File: src/rtl/sjc_pkg.sv
// Package: shared types for the streaming job sequencer.
// Assumes: nothing; holds only the controller state encoding.
package sjc_pkg;

    typedef enum logic [1:0] {
        SJC_IDLE = 2'd0,
        SJC_RUN  = 2'd1,
        SJC_DONE = 2'd2
    } sjc_state_e;

endpackage

File: src/rtl/sjc_addr_gen.sv
// Module: up-counting address generator with a run-time limit.
// What it does: on clear_i it returns to 0. On step_i it advances while
//   the count is below limit_i. It flags when the count is active and when
//   the current address is the final one.
// Assumes: clear_i and step_i are never high in the same cycle.
module sjc_addr_gen #(
    parameter int ADDR_W = 16
) (
    input  logic              clk,
    input  logic              rst_n,
    input  logic              clear_i,
    input  logic              step_i,
    input  logic [ADDR_W-1:0] limit_i,
    output logic [ADDR_W-1:0] addr_o,
    output logic              active_o,
    output logic              last_o
);

    localparam logic [ADDR_W-1:0] ONE = ADDR_W'(1);

    logic [ADDR_W-1:0] cnt_q;

    // Count register: clear on a new job, advance on an accepted step.
    always_ff @(posedge clk) begin
        if (!rst_n) begin
            cnt_q <= '0;
        end else if (clear_i) begin
            cnt_q <= '0;
        end else if (step_i && active_o) begin
            cnt_q <= cnt_q + ONE;
        end
    end

    // Status decode: still below the limit, and the final address reached.
    always_comb begin
        active_o = (cnt_q < limit_i);
        last_o   = active_o && (cnt_q == (limit_i - ONE));
    end

    assign addr_o = cnt_q;

endmodule

File: src/rtl/sjc_valid_delay.sv
// Module: fixed delay line for a single valid bit.
// What it does: delays valid_i by LAT cycles; LAT = 0 passes it straight through.
// Assumes: reset clears every stage, so no stale valid survives a reset.
module sjc_valid_delay #(
    parameter int LAT = 1
) (
    input  logic clk,
    input  logic rst_n,
    input  logic valid_i,
    output logic valid_o
);

    generate
        if (LAT == 0) begin : g_pass
            assign valid_o = valid_i;
        end else begin : g_pipe
            logic [LAT-1:0] stage_q;
            // Shift chain: each stage takes the one before it.
            always_ff @(posedge clk) begin
                if (!rst_n) begin
                    stage_q <= '0;
                end else begin
                    stage_q <= {stage_q[LAT-1:0], valid_i} >> 0;
                end
            end
            assign valid_o = stage_q[LAT-1];
        end
    endgenerate

endmodule

File: src/rtl/sjc_fsm.sv
// Module: job controller state machine (idle, run, done).
// What it does: starts a job when go_i is seen in idle. It finishes on the
//   final write, or at once when the captured length is 0. It returns to idle
//   only after go_i has dropped.
// Assumes: wr_last_i is only high while a write is actually happening.
module sjc_fsm
    import sjc_pkg::*;
(
    input  logic       clk,
    input  logic       rst_n,
    input  logic       go_i,
    input  logic       size_zero_i,
    input  logic       wr_last_i,
    output sjc_state_e state_o,
    output logic       start_o
);

    sjc_state_e state_q;
    sjc_state_e state_d;

    // Next-state logic for the job sequence.
    always_comb begin
        state_d = state_q;
        unique case (state_q)
            SJC_IDLE: if (go_i)      state_d = size_zero_i ? SJC_DONE : SJC_RUN;
            SJC_RUN:  if (wr_last_i) state_d = SJC_DONE;
            SJC_DONE: if (!go_i)     state_d = SJC_IDLE;
            default:                 state_d = SJC_IDLE;
        endcase
    end

    // State register.
    always_ff @(posedge clk) begin
        if (!rst_n) begin
            state_q <= SJC_IDLE;
        end else begin
            state_q <= state_d;
        end
    end

    assign state_o = state_q;
    assign start_o = (state_q == SJC_IDLE) && go_i;

endmodule

File: src/rtl/stream_job_ctrl.sv
// Module: streaming job sequencer (top).
// What it does: captures the job length on start. It drives the input RAM
//   reads from address 0 and delays the read valid by the RAM latency. It
//   writes each valid pipeline result to consecutive output addresses, and
//   raises done after the final write.
// Assumes: the input RAM has RD_LAT cycles of read latency. The pipeline
//   returns results in order and never more of them than were read.
module stream_job_ctrl
    import sjc_pkg::*;
#(
    parameter int ADDR_W = 16,
    parameter int OUT_W  = 17,
    parameter int RD_LAT = 1
) (
    input  logic              clk,
    input  logic              rst_n,
    input  logic              go_i,
    input  logic [ADDR_W-1:0] size_i,
    output logic              done_o,
    output logic [ADDR_W-1:0] rd_addr_o,
    output logic              rd_en_o,
    output logic              in_valid_o,
    input  logic              pipe_valid_i,
    input  logic [OUT_W-1:0]  pipe_data_i,
    output logic [ADDR_W-1:0] wr_addr_o,
    output logic              wr_en_o,
    output logic [OUT_W-1:0]  wr_data_o
);

    sjc_state_e        state;
    logic              start;
    logic              running;
    logic [ADDR_W-1:0] size_q;
    logic              rd_active;
    logic              rd_last;
    logic              wr_active;
    logic              wr_last;

    // Job length register: copied from the host only when a job starts.
    always_ff @(posedge clk) begin
        if (!rst_n) begin
            size_q <= '0;
        end else if (start) begin
            size_q <= size_i;
        end
    end

    sjc_fsm u_fsm (
        .clk         (clk),
        .rst_n       (rst_n),
        .go_i        (go_i),
        .size_zero_i (size_i == '0),
        .wr_last_i   (wr_en_o && wr_last),
        .state_o     (state),
        .start_o     (start)
    );

    sjc_addr_gen #(.ADDR_W(ADDR_W)) u_rd_gen (
        .clk      (clk),
        .rst_n    (rst_n),
        .clear_i  (start),
        .step_i   (rd_en_o),
        .limit_i  (size_q),
        .addr_o   (rd_addr_o),
        .active_o (rd_active),
        .last_o   (rd_last)
    );

    sjc_addr_gen #(.ADDR_W(ADDR_W)) u_wr_gen (
        .clk      (clk),
        .rst_n    (rst_n),
        .clear_i  (start),
        .step_i   (wr_en_o),
        .limit_i  (size_q),
        .addr_o   (wr_addr_o),
        .active_o (wr_active),
        .last_o   (wr_last)
    );

    sjc_valid_delay #(.LAT(RD_LAT)) u_rd_vld (
        .clk     (clk),
        .rst_n   (rst_n),
        .valid_i (rd_en_o),
        .valid_o (in_valid_o)
    );

    // Strobe decode: reads run freely, writes wait for a pipeline valid.
    always_comb begin
        running   = (state == SJC_RUN);
        rd_en_o   = running && rd_active;
        wr_en_o   = running && wr_active && pipe_valid_i;
        wr_data_o = pipe_data_i;
        done_o    = (state == SJC_DONE);
    end

    logic unused_rd_last;
    assign unused_rd_last = rd_last;

endmodule

File: config.mk
export PLATFORM = sky130hd
export DESIGN_NAME = stream_job_ctrl
export DESIGN_NICKNAME = d
export VERILOG_FILES = /design/src/rtl/sjc_pkg.sv /design/src/rtl/sjc_addr_gen.sv /design/src/rtl/sjc_valid_delay.sv /design/src/rtl/sjc_fsm.sv /design/src/rtl/stream_job_ctrl.sv
export SDC_FILE = /design/constraint.sdc
export NUM_CORES = 1
export LEC_CHECK = 0
export ABC_AREA = 1
export ABC_CLOCK_PERIOD_IN_PS = 2800
export CORE_UTILIZATION = 30
export DETAILED_ROUTE_END_ITERATION = 10
export SLEW_MARGIN = 10
export SYNTH_ARGS = -nofsm -noshare
export SYNTH_HDL_FRONTEND = slang
export SYNTH_SLANG_ARGS = --single-unit
export TNS_END_PERCENT = 1
File: constraint.sdc
create_clock -name clk -period 2.8 [get_ports clk]
set_input_delay 0.56 -clock clk [delete_from_list [all_inputs] [get_ports clk]]
set_output_delay 0.56 -clock clk [all_outputs]
set_load 0.1 [all_outputs]
# Word level (Yosys, flattened, before mapping)
# Index checks and enable logic that the tools add are counted.
word_totals:
  regBits: 51
  inputBits: 37
  out_inout_bits: 53
  elab_cells: 34
classes:
  n_addsub: 3
  magnitude_cmp: 2
  eq_ne: 6
  mux: 5
  bitwise: 1
  reduce_logical: 12
op_table:
  columns: ["op", "n"]
  rows:
  - ["$add A16 B1 Y16 const B", 2]
  - ["$lt A16 B16 Y1", 2]
  - ["$eq A16 B16 Y1", 1]
  - ["$logic_not A16 Y1", 1]
  - ["$sub A16 B1 Y16 const B", 1]
  - ["$logic_and A1 B1 Y1", 8]
  - ["$mux W2", 4]
  - ["$pmux W2 S3", 1]
  - ["$ne A2 B2 Y1 const B", 2]
  - ["$reduce_and A3 Y1", 1]
  - ["$eq A2 B1 Y1 const B", 1]
  - ["$eq A2 B2 Y1 const B", 1]
  - ["$logic_not A2 Y1", 1]
  - ["$ne A2 B1 Y1 const B", 1]
  - ["$reduce_or A2 Y1", 1]
  - ["$not A1 Y1", 1]

# Logic depth before layout (Yosys ltp)
logic_depth:
  ltp_word: 6
  mapped_depth: 17
  depth_no_buf: 17

# Hierarchy
# A second synthesis with hierarchy kept.
hier_totals:
  cells_unflattened: 779
  hier_area_um2: 4941.0
modules_own_cells:
  columns: ["mod", "n_inst", "cells_per_inst", "area_each_um2", "seq_area_each_um2"]
  rows:
  - ["sjc_addr_gen", 2, 324, 1983.2, 320.3]
  - ["stream_job_ctrl", 1, 109, 830.8, 320.3]
  - ["sjc_fsm", 1, 19, 116.4, 40.0]
  - ["sjc_valid_delay", 1, 3, 27.5, 20.0]

# Least setup slack after synthesis
# OpenSTA, ideal clock, no wires.
synth_timing:
  kind: "reg2reg"
  startpoint: "reg u_wr_gen.cnt_q[7] (netlist: u_wr_gen.addr_o[7])"
  endpoint: "reg u_wr_gen.cnt_q[7] (netlist: u_wr_gen.addr_o[7])"
  setup_ns: 0.067
  t_arrival_ns: 3.052
  path_slack_ns: -0.320
  stages_incl_launch_ff: 13
  synth_period_minus_slack_ns: 3.120
  path_cell_list: "dfxtp_1 -> ha_1 -> a21o_1 -> nor2_1 -> nand2_1 -> nand2_1 -> nand3_2 -> nor2_4 -> nand2_4 -> nor2_4 -> inv_2 -> or2_0 -> a21oi_2"
synth_between:
  elab_chain_len: 4
  word_cells_on_any_way: 5
  cone_classes: "add/sub (1); order compare (1); reduce/logical (3)"
synth_rtl:
  columns: ["item", "line", "rtl"]
  rows:
  - ["start: declaration", "sjc_addr_gen.sv:21", "logic [ADDR_W-1:0] cnt_q;"]
  - ["start signal: assignment", "sjc_addr_gen.sv:30", "cnt_q <= cnt_q + ONE;"]
  - ["$lt A16 B16 Y1", "sjc_addr_gen.sv:36", "active_o = (cnt_q < limit_i);"]
  - ["$logic_and A1 B1 Y1 (2 in a row)", "stream_job_ctrl.sv:91", "wr_en_o = running && wr_active && pipe_valid_i;"]
  - ["net wr_en_o", "stream_job_ctrl.sv:26", "output logic wr_en_o,"]
  - ["$logic_and A1 B1 Y1", "sjc_addr_gen.sv:29", "end else if (step_i && active_o) begin"]
# The timed path passes the listed nets, and every way through them passes these cells.
# A chain may end at the register's enable or synchronous reset.

# Worst setup path after layout
layout_timing:
  startpoint: "reg size_q[11]"
  endpoint: "out wr_en_o"
layout_between:
  elab_chain_len: 3
layout_rtl:
  columns: ["item", "line", "rtl"]
  rows:
  - ["start: declaration", "stream_job_ctrl.sv:33", "logic [ADDR_W-1:0] size_q;"]
  - ["start signal: assignment", "stream_job_ctrl.sv:44", "size_q <= size_i;"]
  - ["$lt A16 B16 Y1", "sjc_addr_gen.sv:36", null]
  - ["$logic_and A1 B1 Y1 (2 in a row)", "stream_job_ctrl.sv:91", null]
  - ["end: declaration", "stream_job_ctrl.sv:26", null]
# Every way passes these cells.

==> flow_summary.yaml <==
routing:
  vias_per_cell: 4.92
  wire_per_inst_um: 14.0
  num_vias: 3634
  dr.pass1.iters: 4
  drtAntennaViolNets: 0
  totalWireLength_um: 10300
  drc: 0
  drt_iter0_drc: 242
sta:
  fin_ws_ps: 122
  min_period_over_period: 0.956
  maxSlewHeadroom: 0.489
  fin_tns_setup_ps: 0
  period_needed_ps: 2680
  slew_viol_final: 0
  fmax_mhz: 373
  skew_ps: 5.73
  rsz0062_at_grt: "no"
  finalSetupViolCount: 0
  hold_viol_final: 0
  hold_ws_ps: 487
  worstMarginPinSlew_ps: 765
floorplan:
  die_area_mm2: 0.0128
  design.core.area_mm2: 0.0120
  die_width_um: 113
  die_h_um: 113
  num_rows: 40
  ios: 90
  floorplan.initialDensity: 0.309
final_layout:
  antennaDiodeCount: 0
  syn2layout_area_growth_pct: 19.6
  layout.cells.non_filler: 739
  final_common_cell: "nand2_1"
  drive_gt1_frac: 0.167
  multi_input_area_mm2: 0.00226
  fillers: 1290
  finalNetCount: 663
  final-seq-area_mm2: 0.00105
  final_cell_mix: "127 x nand2_1, 65 x inv_1, 60 x a21oi_1"
min_path:
  hold_end: "u_rd_gen.addr_o[9]$_SDFFE_PP0P_"
  hold_path.startpoint: "u_rd_gen.addr_o[9]$_SDFFE_PP0P_"
  hp-class: "register to register"
  whs_path_depth: 2
synth:
  synth_edf_count: 0
  ys_seq_area_frac: 0.275
  ys_ff_latch: 51
  synth_cells: 549
  ys_top_cells_by_area: "dfxtp_1 28%, nand2_1 13%, ha_1 11%"
  synth_top_area_frac: 0.275
  synth.avg_cell_area_um2: 6.76
  yosysWarnings: 0
  async_flop_share: 0
  yosys.area.top_type: "dfxtp_1"
  synth_area_mm2: 0.00371
  synthFlopType: "dfxtp_1"
  ys_types: 35
  synth_nets: 620
worst_setup_path:
  worst_path_max_delay_cell: "dfxtp_1"
  end_kind: "primary output"
  arrival_ps: 2120
  critPathMaxStageDelay_ps: 360
  cp_cell_sequence: "inv_1 > ha_1 > a21oi_1 > nand2_1 > a21oi_2 > nand3_2 > nor2_4 > buf_12"
  r2r-end: "u_wr_gen.addr_o[7]$_SDFFE_PP0P_"
  path_class: "register to primary output"
  reg2reg_setup_slack_ps: 370
  r2r-start: "size_q[11]$_SDFFE_PN0P_"
  crit_fanout: 7
  worst_setup_path_start_kind: "register"
  rr_worst_depth: 13
  required_ps: 2240
clock_network:
  clkTransAtPathRegs_ps: 70
  cts_tree: "yes"
  clockBufferDepth: 2
  ctsHoldBuffers: 0
  cts-root-buf: "clkbuf_16"
  htree_levels: 2
  cts_num_sinks: 51
  clock_latency_ps: 290
  cts_buffers: 5
job:
  drv_cap: 0
placed_design:
  routabilityCongestion: 0.922
  portBuffers: 55
  hpwl_um: 8290
  post-place-ws_ps: 434
  dp_cells: 730
global_routing:
  grt_pass1_vias: 3427
  grt_overflow: 0
  grt_max_degree: 33
  grt.total_usage: 0.165
  grt_pass1_wl_um: 16800
  antenna_found_initial: 0
power:
  total_leakage_power_nw: 1.89
  vdd_ir_drop_max_mv: 0.251
  power.density_mw_per_mm2: 448
status:
  status: "finished clean"
## layout make-up
cell class	instances	share of cell area
clock buffers	6	0.0313
clock inverters	1	0.00113
inverters	70	0.0595
multi-input cells	402	0.509
flip-flops and latches	51	0.237
well taps	147	0.0414
repair buffers	62	0.121
## cells in the mapped netlist, types with 2 or more instances
library cell and n:
nand3b_1 3, nor3_1 8, ha_1 34, nor2_4 5, nor4_1 6, buf_4 18, inv_1 65, o21ai_1 4
nor2_1 43, nand2_2 3, nand3_1 36, nand2_1 127, o21a_1 2, a21oi_1 60, o21ai_0 30, inv_2 4
nand4_1 10, xor2_1 4, xnor2_1 10, a21oi_2 3, nor2_2 2, dfxtp_1 51, nor3_2 3, clkbuf_1 7
## metrics by stage
stage,total power (W),area (um2),util
after floorplan,0.00133,3730,-
after global placement,0.00137,4280,0.356
after detailed placement,0.00138,4280,0.356
after CTS,0.00201,4420,0.368
after global routing,0.00211,4440,0.369
final,0.00199,4440,0.369
## logic make-up (layout without fill, tap and decap cells)
logic type / after synthesis / count (layout) / share of synthesized area
AND/OR/NAND/NOR: 251 / 251 / 0.310
AO/OA/AOI/OAI: 102 / 102 / 0.145
buffers and inverters: 96 / 139 / 0.116
flip-flops: 51 / 51 / 0.275
adder cells (fa/ha/maj): 34 / 34 / 0.115
XOR/XNOR: 15 / 15 / 0.0391
## what timing repair did
action / CTS / global route
hold endpoints to repair: 0 / 0
setup endpoints to repair: 0 / 1
gates resized for setup: 0 / 3
buffers inserted: 0 / 2
## how the worst max path moves through the flow
stage	startpoint	end	slack (ps)	depth (start not counted)
CTS	size_q[11]$_SDFFE_PN0P_	wr_en_o	100	8
global placement	size_q[11]$_SDFFE_PN0P_	wr_en_o	460	8
detailed placement	size_q[11]$_SDFFE_PN0P_	wr_en_o	430	8
finish	size_q[11]$_SDFFE_PN0P_	wr_en_o	120	8
floorplan	u_rd_gen.addr_o[15]$_SDFFE_PP0P_	rd_en_o	-80	7
global route	size_q[7]$_SDFFE_PN0P_	wr_en_o	10	9
## flip-flops by register name (all words and copies together) (netlist names)
name              count
size_q               16
u_rd_gen.addr_o      16
u_wr_gen.addr_o      16
u_fsm.state_o         2
u_rd_vld.valid_o      1
## worst max-delay path: cells and delay by family, from the launching register on
family / cells / cell delay, ps
adders and majority gates: 1 / 310
and+or+nand+nor: 3 / 450
AOI/OAI and AO/OA: 2 / 350
DFF: 1 / 360
buffers and inverters: 2 / 340
## routing by layer
metal | wire [um] | vias up | GRT usage | part of all wire
li1 | - | 1885 | - | -
met4 | 298 | 0 | 0.0728 | 0.029
met1 | 4690 | 1650 | 0.211 | 0.45
met2 | 4880 | 83 | 0.275 | 0.47
met5 | 0 | - | 0 | 0
met3 | 456 | 16 | 0.0246 | 0.044
## power by group
part / total, W / leakage (nW) / switching, W / internal (W)
sequential: 0.000789 / 0.426 / 0.0000307 / 0.000758
combinational: 0.000578 / 1.40 / 0.000380 / 0.000197
clock: 0.000620 / 0.0727 / 0.000270 / 0.000350
No activity file was read; power rests on OpenSTA's default activity.
